### config.mk
export PLATFORM = sky130hd
export DESIGN_NAME = rs485_dir_ctrl
export DESIGN_NICKNAME = d
export VERILOG_FILES = /design/src/rtl/rs485_dir_pkg.sv /design/src/rtl/rs485_turn_cnt.sv /design/src/rtl/rs485_dir_fsm.sv /design/src/rtl/rs485_txe_sel.sv /design/src/rtl/rs485_dir_ctrl.sv
export SDC_FILE = /design/constraint.sdc
export NUM_CORES = 1
export LEC_CHECK = 0
export BUFFER_PORTS_ARGS = -buffer_cell sky130_fd_sc_hd__buf_4
export CORE_AREA = 2 2 39 41
export CTS_CLUSTER_SIZE = 8
export DETAILED_ROUTE_END_ITERATION = 16
export DIE_AREA = 0 0 41 43
export GPL_ROUTABILITY_DRIVEN = 0
export GPL_TIMING_DRIVEN = 1
export PLACE_DENSITY = 0.55
export SYNTH_ARGS = -nofsm -noshare
export SYNTH_HDL_FRONTEND = slang
export SYNTH_SLANG_ARGS = --single-unit
### constraint.sdc
create_clock -name clk -period 4.95 [get_ports clk]
set_clock_uncertainty 0.2 [all_clocks]
set_input_delay 0.99 -clock clk [delete_from_list [all_inputs] [get_ports clk]]
set_output_delay 0.99 -clock clk [all_outputs]
set_load 0.01 [all_outputs]
### src/rtl/rs485_dir_pkg.sv
package rs485_dir_pkg;
  typedef enum logic [1:0] {
    ST_IDLE  = 2'd0,
    ST_DRIVE = 2'd1,
    ST_TURN  = 2'd2
  } dir_state_t;
endpackage

### src/rtl/rs485_turn_cnt.sv
module rs485_turn_cnt #(
  parameter int DLY_W = 4
) (
  input  logic             clk,
  input  logic             rst_n,
  input  logic             load,
  input  logic             dec,
  input  logic [DLY_W-1:0] load_val,
  output logic             last
);
  localparam logic [DLY_W-1:0] ONE = DLY_W'(1);

  logic [DLY_W-1:0] remain_q;

  always_ff @(posedge clk or negedge rst_n) begin
    if (!rst_n) begin
      remain_q <= '0;
    end else if (load) begin
      remain_q <= load_val;
    end else if (dec && remain_q != '0) begin
      remain_q <= remain_q - ONE;
    end
  end

  assign last = (remain_q == ONE);
endmodule

### src/rtl/rs485_dir_fsm.sv
module rs485_dir_fsm
  import rs485_dir_pkg::*;
(
  input  logic       clk,
  input  logic       rst_n,
  input  logic       dir_en,
  input  logic       line_quiet,
  input  logic       bit_tick,
  input  logic       dly_zero,
  input  logic       cnt_last,
  output dir_state_t state,
  output logic       cnt_load,
  output logic       cnt_dec
);
  dir_state_t state_q, state_d;

  always_comb begin
    state_d  = state_q;
    cnt_load = 1'b0;
    cnt_dec  = 1'b0;
    if (!dir_en) begin
      state_d = ST_IDLE;
    end else begin
      unique case (state_q)
        ST_IDLE: begin
          if (!line_quiet) state_d = ST_DRIVE;
        end
        ST_DRIVE: begin
          if (line_quiet) begin
            if (dly_zero) begin
              state_d = ST_IDLE;
            end else begin
              state_d  = ST_TURN;
              cnt_load = 1'b1;
            end
          end
        end
        ST_TURN: begin
          if (!line_quiet) begin
            state_d = ST_DRIVE;
          end else if (bit_tick) begin
            if (cnt_last) state_d = ST_IDLE;
            else cnt_dec = 1'b1;
          end
        end
        default: state_d = ST_IDLE;
      endcase
    end
  end

  always_ff @(posedge clk or negedge rst_n) begin
    if (!rst_n) state_q <= ST_IDLE;
    else state_q <= state_d;
  end

  assign state = state_q;
endmodule

### src/rtl/rs485_txe_sel.sv
module rs485_txe_sel (
  input  logic dir_en,
  input  logic fifo_empty,
  input  logic line_quiet,
  output logic txe_src
);
  always_comb begin
    if (dir_en) txe_src = line_quiet;
    else txe_src = fifo_empty;
  end
endmodule

### src/rtl/rs485_dir_ctrl.sv
module rs485_dir_ctrl
  import rs485_dir_pkg::*;
#(
  parameter int DLY_W = 4
) (
  input  logic             clk,
  input  logic             rst_n,
  input  logic             dir_en,
  input  logic             sw_drv_n,
  input  logic [DLY_W-1:0] turn_dly,
  input  logic             bit_tick,
  input  logic             tx_busy,
  input  logic             fifo_empty,
  output logic             drv_n,
  output logic             tx_ok,
  output logic             txe_src
);
  logic       line_quiet;
  logic       dly_zero;
  logic       cnt_load;
  logic       cnt_dec;
  logic       cnt_last;
  dir_state_t state;

  assign line_quiet = fifo_empty && !tx_busy;
  assign dly_zero   = (turn_dly == '0);

  rs485_dir_fsm u_fsm (
    .clk        (clk),
    .rst_n      (rst_n),
    .dir_en     (dir_en),
    .line_quiet (line_quiet),
    .bit_tick   (bit_tick),
    .dly_zero   (dly_zero),
    .cnt_last   (cnt_last),
    .state      (state),
    .cnt_load   (cnt_load),
    .cnt_dec    (cnt_dec)
  );

  rs485_turn_cnt #(.DLY_W(DLY_W)) u_cnt (
    .clk      (clk),
    .rst_n    (rst_n),
    .load     (cnt_load),
    .dec      (cnt_dec),
    .load_val (turn_dly),
    .last     (cnt_last)
  );

  rs485_txe_sel u_txe (
    .dir_en     (dir_en),
    .fifo_empty (fifo_empty),
    .line_quiet (line_quiet),
    .txe_src    (txe_src)
  );

  assign drv_n = dir_en ? (state == ST_IDLE) : sw_drv_n;
  assign tx_ok = !dir_en || (state != ST_IDLE);
endmodule

==> results.yml, run 1 <==
route:
  routed_wl_um: 777
  wl_per_cell_um: 10.2
  drtIter0Drc: 2
  ant_nets: 0
  drc: 0
  dr.pass1.iters: 3
  vias: 352
  viasPerCell: 4.63
yosys:
  syn_inst: 44
  synth_seq_area_share: 0.360
  synth_nets: 57
  synth_warnings: 0
  synth_area_um2: 417
  synth_cell_type_count: 22
  ys_ff_latch: 6
  syn_area_per_cell_um2: 9.47
finish:
  syn_to_final_growth_pct: 33.6
  diodes: 0
  drive_gt1_frac: 0.350
  fin_nets: 75
  n_fill_cell: 147
timing:
  post-route-min-period_ns: 2.92
  tns_ns: 0
  timing.hold.ws_ns: 0.326
  finalSetupViolations: 0
  slew-limit-headroom: 0.786
  tightest_slew_ns: 0.320
  fmax_ghz: 0.343
  period_share: 0.589
  rsz0062_at_grt: "no"
  hold_viol: 0
  final_max_slew_viol_count: 0
setup_path:
  crit_family: "simple AND/OR/NAND/NOR gates"
  reg2reg_depth: 6
  cp_data_required_time_ns: 3.76
  cp_num_cells: 5
  crit_type: "in2out"
  start_kind: "input port"
  critPathSlowestCell: "or3_1"
  worst_path_largest_cell_delay_ns: 0.38
  endpoint_kind: "primary output"
  cp_common_cell: "buf_4"
  cp_data_arrival_time_ns: 1.73
  path_buf_inv: 3
  r2r_slack_ns: 3.26
  worstPathMaxFanout: 4
  worstPathCellList: "buf_4 -> inv_1 -> or3_1 -> o21ai_0 -> buf_4"
clock_network:
  clock_latency_ns: 0.23
  cts_setup_buffers: 0
  cts_made_buffers: 3
  cts-resized-gates: 0
  cts.hold.buffers_added: 0
  htree_levels: 1
  cts_sinks: 6
  clockBufferDepth: 2
  cts_tree: "done"
  cts-root-buf: "clkbuf_4"
  clkTransAtPathRegs_ns: 0.04
power_and_ir_drop:
  power_density_nw_per_um2: 272
  ir_drop_uv: 111
  power.leakage_nw: 0.267
die:
  die_area_um2: 1760
  die_w_um: 41
  num_rows: 14
  core-area_um2: 1380
  pin_count: 14
  start_util: 0.301
  die_height_um: 43
place:
  port_buffers: 13
  post-dp-hpwl_um: 674
global_routing:
  grtUsageTotal: 0.112
  gr-total-overflow: 0
  grt_pass1_wl_mm: 1.33
  grt_pass1_vias: 351
  grt_max_degree: 7
  antenna_found_initial: 0
run:
  drv_cap: 0
outcome:
  status: "complete, no violations"
min_path:
  hp-class: "reg2reg"
  min_path_cells: 1
[cell families (layout without fill, tap and decap cells)]
logic type,count (synthesis),count (layout),share of synthesized area
xor gates and xnor gates,1,1,0.0210
DFF,6,6,0.360
adders and majority gates,2,2,0.0601
AOI/OAI and AO/OA,13,13,0.249
and+or+nand+nor,15,15,0.246
buffers and inverters,7,23,0.0631
[power by group]
group | internal (mW) | total, mW | switching [mW] | leakage, nW
Sequential | 0.0578 | 0.0669 | 0.00918 | 0.0725
Clock | 0.0272 | 0.0417 | 0.0144 | 0.0138
Combinational | 0.0218 | 0.0428 | 0.0210 | 0.181
[state kept, by name (all words and copies together) (netlist names)]
| register | count |
|---|---|
| u_fsm.state | 2 |
| u_cnt.remain_q | 4 |
[synth_stat cells (all sizes together)]
| library cell | instances | area share |
|---|---|---|
| a21boi | 1 | 0.018 |
| a21o | 1 | 0.018 |
| a21oi | 3 | 0.036 |
| a221oi | 1 | 0.021 |
| a311oi | 1 | 0.021 |
| and2 | 1 | 0.021 |
| and3b | 2 | 0.045 |
| dfrtp | 6 | 0.36 |
| ha | 2 | 0.060 |
| inv | 7 | 0.063 |
| nand3 | 4 | 0.060 |
| nor2 | 2 | 0.018 |
| nor2b | 2 | 0.030 |
| o211ai | 1 | 0.018 |
| o21ai | 2 | 0.024 |
| o22ai | 2 | 0.030 |
| o311ai | 1 | 0.063 |
| or3 | 3 | 0.045 |
| or4 | 1 | 0.027 |
| xnor2 | 1 | 0.021 |
[per-stage QoR]
stage          setup slack [ns]  cell area (µm²)   util  power [mW]  cells
3_3_place_gp               2.05              534  0.386       0.112     73
4_1_cts                    2.03              557  0.402       0.155     76
6_report                   2.03              557  0.402       0.151     76
2_1_floorplan              2.16              417      -      0.0940     44
5_1_grt                    1.97              557  0.402       0.164     76
3_5_place_dp               2.03              534  0.386       0.111     73
[per-layer routing]
| layer | track usage | part of all wire |
|---|---|---|
| met1 | 0.152 | 0.48 |
| met2 | 0.156 | 0.47 |
| met3 | 0.0157 | 0.036 |
| met4 | 0.0800 | 0.0077 |
| met5 | 0 | 0 |
[layout by cell type, fill, tap and decap left out]
cell / Yosys / routed
inv_1: 7 / 7
o22ai_1: 2 / 2
o211ai_1: 1 / 1
a221oi_1: 1 / 1
a21oi_1: 3 / 3
nand3_2: 1 / 1
a311oi_1: 1 / 1
ha_1: 2 / 2
a21boi_0: 1 / 1
a21o_1: 1 / 1
or4_4: 1 / 1
o21ai_0: 2 / 2
clkbuf_4: 0 / 3
and3b_1: 1 / 1
dfrtp_1: 6 / 6
buf_4: 0 / 13
nand3_1: 3 / 3
xnor2_1: 1 / 1
nor2b_1: 2 / 2
and3b_2: 1 / 1
nor2_1: 2 / 2
and2_4: 1 / 1
o311ai_4: 1 / 1
or3_1: 3 / 3
[path summary, 6_finish.rpt]
kind                                endpoint               from
max                                    drv_n             dir_en
min                           u_fsm.state[0]     u_fsm.state[0]
max reg2reg                u_cnt.remain_q[3]  u_cnt.remain_q[0]
min reg2reg                   u_fsm.state[0]     u_fsm.state[0]
max in group asynchronous  u_cnt.remain_q[2]              rst_n
min in group asynchronous  u_cnt.remain_q[3]              rst_n
[cell type report]
| type | instances | area, µm² | share of cell area |
|---|---|---|---|
| clock buffer | 3 | 22.5 | 0.0404 |
| tap | 16 | 20.0 | 0.0360 |
| multi-input combinational | 31 | 240 | 0.431 |
| timing repair buffer | 13 | 97.6 | 0.175 |
| sequential | 6 | 150 | 0.270 |
| inverter | 7 | 26.3 | 0.0472 |
No activity file was read; power rests on OpenSTA's default activity.
==> inputs of run 2 (changes only) <==
--- a/config.mk
+++ b/config.mk
@@ -5,6 +5,7 @@
 export SDC_FILE = /design/constraint.sdc
 export NUM_CORES = 1
 export LEC_CHECK = 0
+export ABC_AREA = 1
 export BUFFER_PORTS_ARGS = -buffer_cell sky130_fd_sc_hd__buf_4
 export CORE_AREA = 2 2 39 41
 export CTS_CLUSTER_SIZE = 8
@@ -12,7 +13,7 @@
 export DIE_AREA = 0 0 41 43
 export GPL_ROUTABILITY_DRIVEN = 0
 export GPL_TIMING_DRIVEN = 1
-export PLACE_DENSITY = 0.55
+export PLACE_DENSITY = 0.67
 export SYNTH_ARGS = -nofsm -noshare
 export SYNTH_HDL_FRONTEND = slang
 export SYNTH_SLANG_ARGS = --single-unit
==> constraint.sdc (replaced) <==
create_clock -name clk -period 2.4 [get_ports clk]
set_clock_uncertainty 0.2 [all_clocks]
set_input_delay 0.48 -clock clk [delete_from_list [all_inputs] [get_ports clk]]
set_output_delay 0.48 -clock clk [all_outputs]
set_load 0.01 [all_outputs]
==> run 2 against run 1 <==
Die area unchanged; core utilization rose by 9.3 points; sequential share of layout area down 5.1 points; flip-flop and latch count is the same; combinational power increased to 5.6 times the previous value; non-clock buffer count is 1 higher; wire length increased by 27%; hold slack worse by 0.049 ns; largest power group is now combinational logic; global-route usage up 2.3 points.
==> results.yml, run 2 <==
route:
  ant_nets: 0
  route.top_layer_used: "met3"
  vias: 491
  dr.pass1.iters: 4
  drtIter0Drc: 7
  wl_met3_um: 48
  drc: 0
  dr_wl_met2_um: 501
  viasPerCell: 4.55
  wl_per_cell_um: 9.11
  met1_length_um: 433
  routed_wl_um: 984
setup_path:
  crit_family: "buffers and inverters"
  critPathLaunch: "tx_busy"
  worstReg2RegEnd: "u_cnt.remain_q[3]"
  cp_data_arrival_time_ns: 1.11
  start_kind: "input port"
  worstPathCellList: "buf_4 -> inv_1 -> nand2_2 -> nor2_4 -> inv_2 -> nand2_1 -> buf_4"
  cp_data_required_time_ns: 1.72
  r2r_slack_ns: 0.90
  worstPathMaxFanout: 4
  endpoint_kind: "primary output"
  worst_path_largest_cell_delay_ns: 0.16
  crit_type: "in2out"
  r2r_start: "u_cnt.remain_q[0]"
  path_buf_inv: 4
  cp_common_cell: "buf_4"
  critPathSlowestCell: "nor2_4"
  reg2reg_depth: 6
min_path:
  min_path_cells: 3
  hold_start: "turn_dly[3]"
  hp-class: "in2reg"
  min_to: "u_cnt.remain_q[3]"
outcome:
  status: "complete, no violations"
place:
  port_buffers: 13
  pre_cts_ws_ns: 0.610
  post-dp-hpwl_um: 851
  place_inst: 104
die:
  die_area_um2: 1760
  die_height_um: 43
  pin_count: 14
  start_util: 0.387
  die_w_um: 41
  core-area_um2: 1380
  num_rows: 14
run:
  drv_cap: 0
finish:
  final_util: 0.495
  diodes: 0
  stdcell_count: 108
  syn_to_final_growth_pct: 28.0
  final_common_cell: "nand2_1"
  regMostFlops: "u_cnt.remain_q"
  n_fill_cell: 148
  largest_reg_flops: 4
  layout_common_cells: "nand2_1 (22), buf_4 (13), inv_1 (10)"
  drive_gt1_frac: 0.370
  fin_nets: 107
yosys:
  synth_area_leaders: "dfrtp_1 (28%), nand2_1 (15%), inv_1 (7.0%)"
  syn_inst: 75
  ys_ff_latch: 6
  synth_top_area_share: 0.280
  synthArstFlopShare: 1.00
  post-synth-top-count-cell: "nand2_1"
  synth_edf_count: 0
  syn_area_per_cell_um2: 7.14
  synth_seq_area_share: 0.280
  synth-main-ff-cell: "dfrtp_1"
  synth_nets: 88
  synth_top_area_cell: "dfrtp_1"
  synth_area_um2: 536
  synth_cell_type_count: 18
  synth_warnings: 0
  synth_common_cells: "nand2_1 (22), inv_1 (10), nand3_1 (7)"
timing:
  tightest_slew_ns: 0.246
  rsz0062_at_grt: "no"
  fmax_ghz: 0.559
  layout_setup_ws_ns: 0.611
  post-route-min-period_ns: 1.79
  finalSetupViolations: 0
  hold_viol: 0
  slew-limit-headroom: 0.836
  final_max_slew_viol_count: 0
  tns_ns: 0
  period_share: 0.746
global_routing:
  grt_pass1_wl_mm: 1.57
  antenna_found_initial: 0
  grt_max_degree: 7
  gr-total-overflow: 0
  grt_pass1_vias: 444
  grtUsageTotal: 0.135
clock_network:
  clkTransAtPathRegs_ns: 0.04
  clockBufferDepth: 2
  clock_latency_ns: 0.24
  cts-root-buf: "clkbuf_4"
  cts_made_buffers: 3
  htree_levels: 1
  cts_tree: "done"
  cts_setup_buffers: 0
  cts-resized-gates: 0
  cts_sinks: 6
power_and_ir_drop:
  net-switching-power_mw: 0.209
  p_clk_frac: 0.182
  power_density_nw_per_um2: 734
  power.leakage_nw: 0.376
  p_total_mw: 0.503
  ir_drop_uv: 426
  seqPwrFrac: 0.339
  internal_power_mw: 0.295
  pwr-share-comb: 0.479
  swShare: 0.414
[run 2: area by class of cell]
type	instances	area, µm²	share of cell area
clock buffers	3	22.5	0.0328
inverters	14	52.6	0.0766
well taps	16	20.0	0.0292
flip-flops and latches	6	150	0.219
multi-input cells	55	333	0.485
repair buffers	14	108	0.157
[run 2: kinds of logic after synthesis]
group,after synthesis,share of synthesized area
buffers and inverters,14,0.0981
AO/OA/AOI/OAI,3,0.0350
adder cells (fa/ha/maj),2,0.0467
flip-flops,6,0.280
XOR/XNOR,1,0.0164
AND/OR/NAND/NOR,49,0.523
[run 2: worst max-delay path by stage]
stage	slack (ns)	end	cells after the start
2_1_floorplan	0.83	txe_src	5
5_1_grt	0.51	txe_src	7
4_1_cts	0.61	txe_src	7
6_report	0.61	txe_src	7
3_3_place_gp	0.63	txe_src	7
3_5_place_dp	0.61	txe_src	7
[run 2: metrics by stage]
step | hold slack, ns | instance area [µm²]
6_report | 0.276 | 686
3_3_place_gp | 0.0893 | 653
3_5_place_dp | 0.0907 | 653
2_1_floorplan | -0.0156 | 536
4_1_cts | 0.273 | 686
5_1_grt | 0.281 | 686
[run 2: power by group through the flow]
stage / registers, mW / clock network, mW / logic, mW
after floorplan: 0.165 / 0 / 0.186
after global placement: 0.171 / 0 / 0.237
after detailed placement: 0.172 / 0 / 0.241
after CTS: 0.171 / 0.0955 / 0.243
after global routing: 0.174 / 0.102 / 0.272
final: 0.171 / 0.0914 / 0.241
[run 2: tightest hold or removal path, stage by stage]
cell and delay (ns):
buf_4 0.08, nand2_1 0.05, nand3_2 0.07
[run 2: metal layers]
| metal | GRT usage | vias to the layer above |
|---|---|---|
| met4 | 0.0200 | 0 |
| met1 | 0.134 | 211 |
| met2 | 0.225 | 9 |
| li1 | - | 271 |
| met3 | 0.0942 | 0 |
| met5 | 0 | - |
[run 2: repair_timing]
item | in CTS | in global routing
hold buffers | 1 | 0
hold endpoints to repair | 6 | 0
setup endpoints to repair | 0 | 0
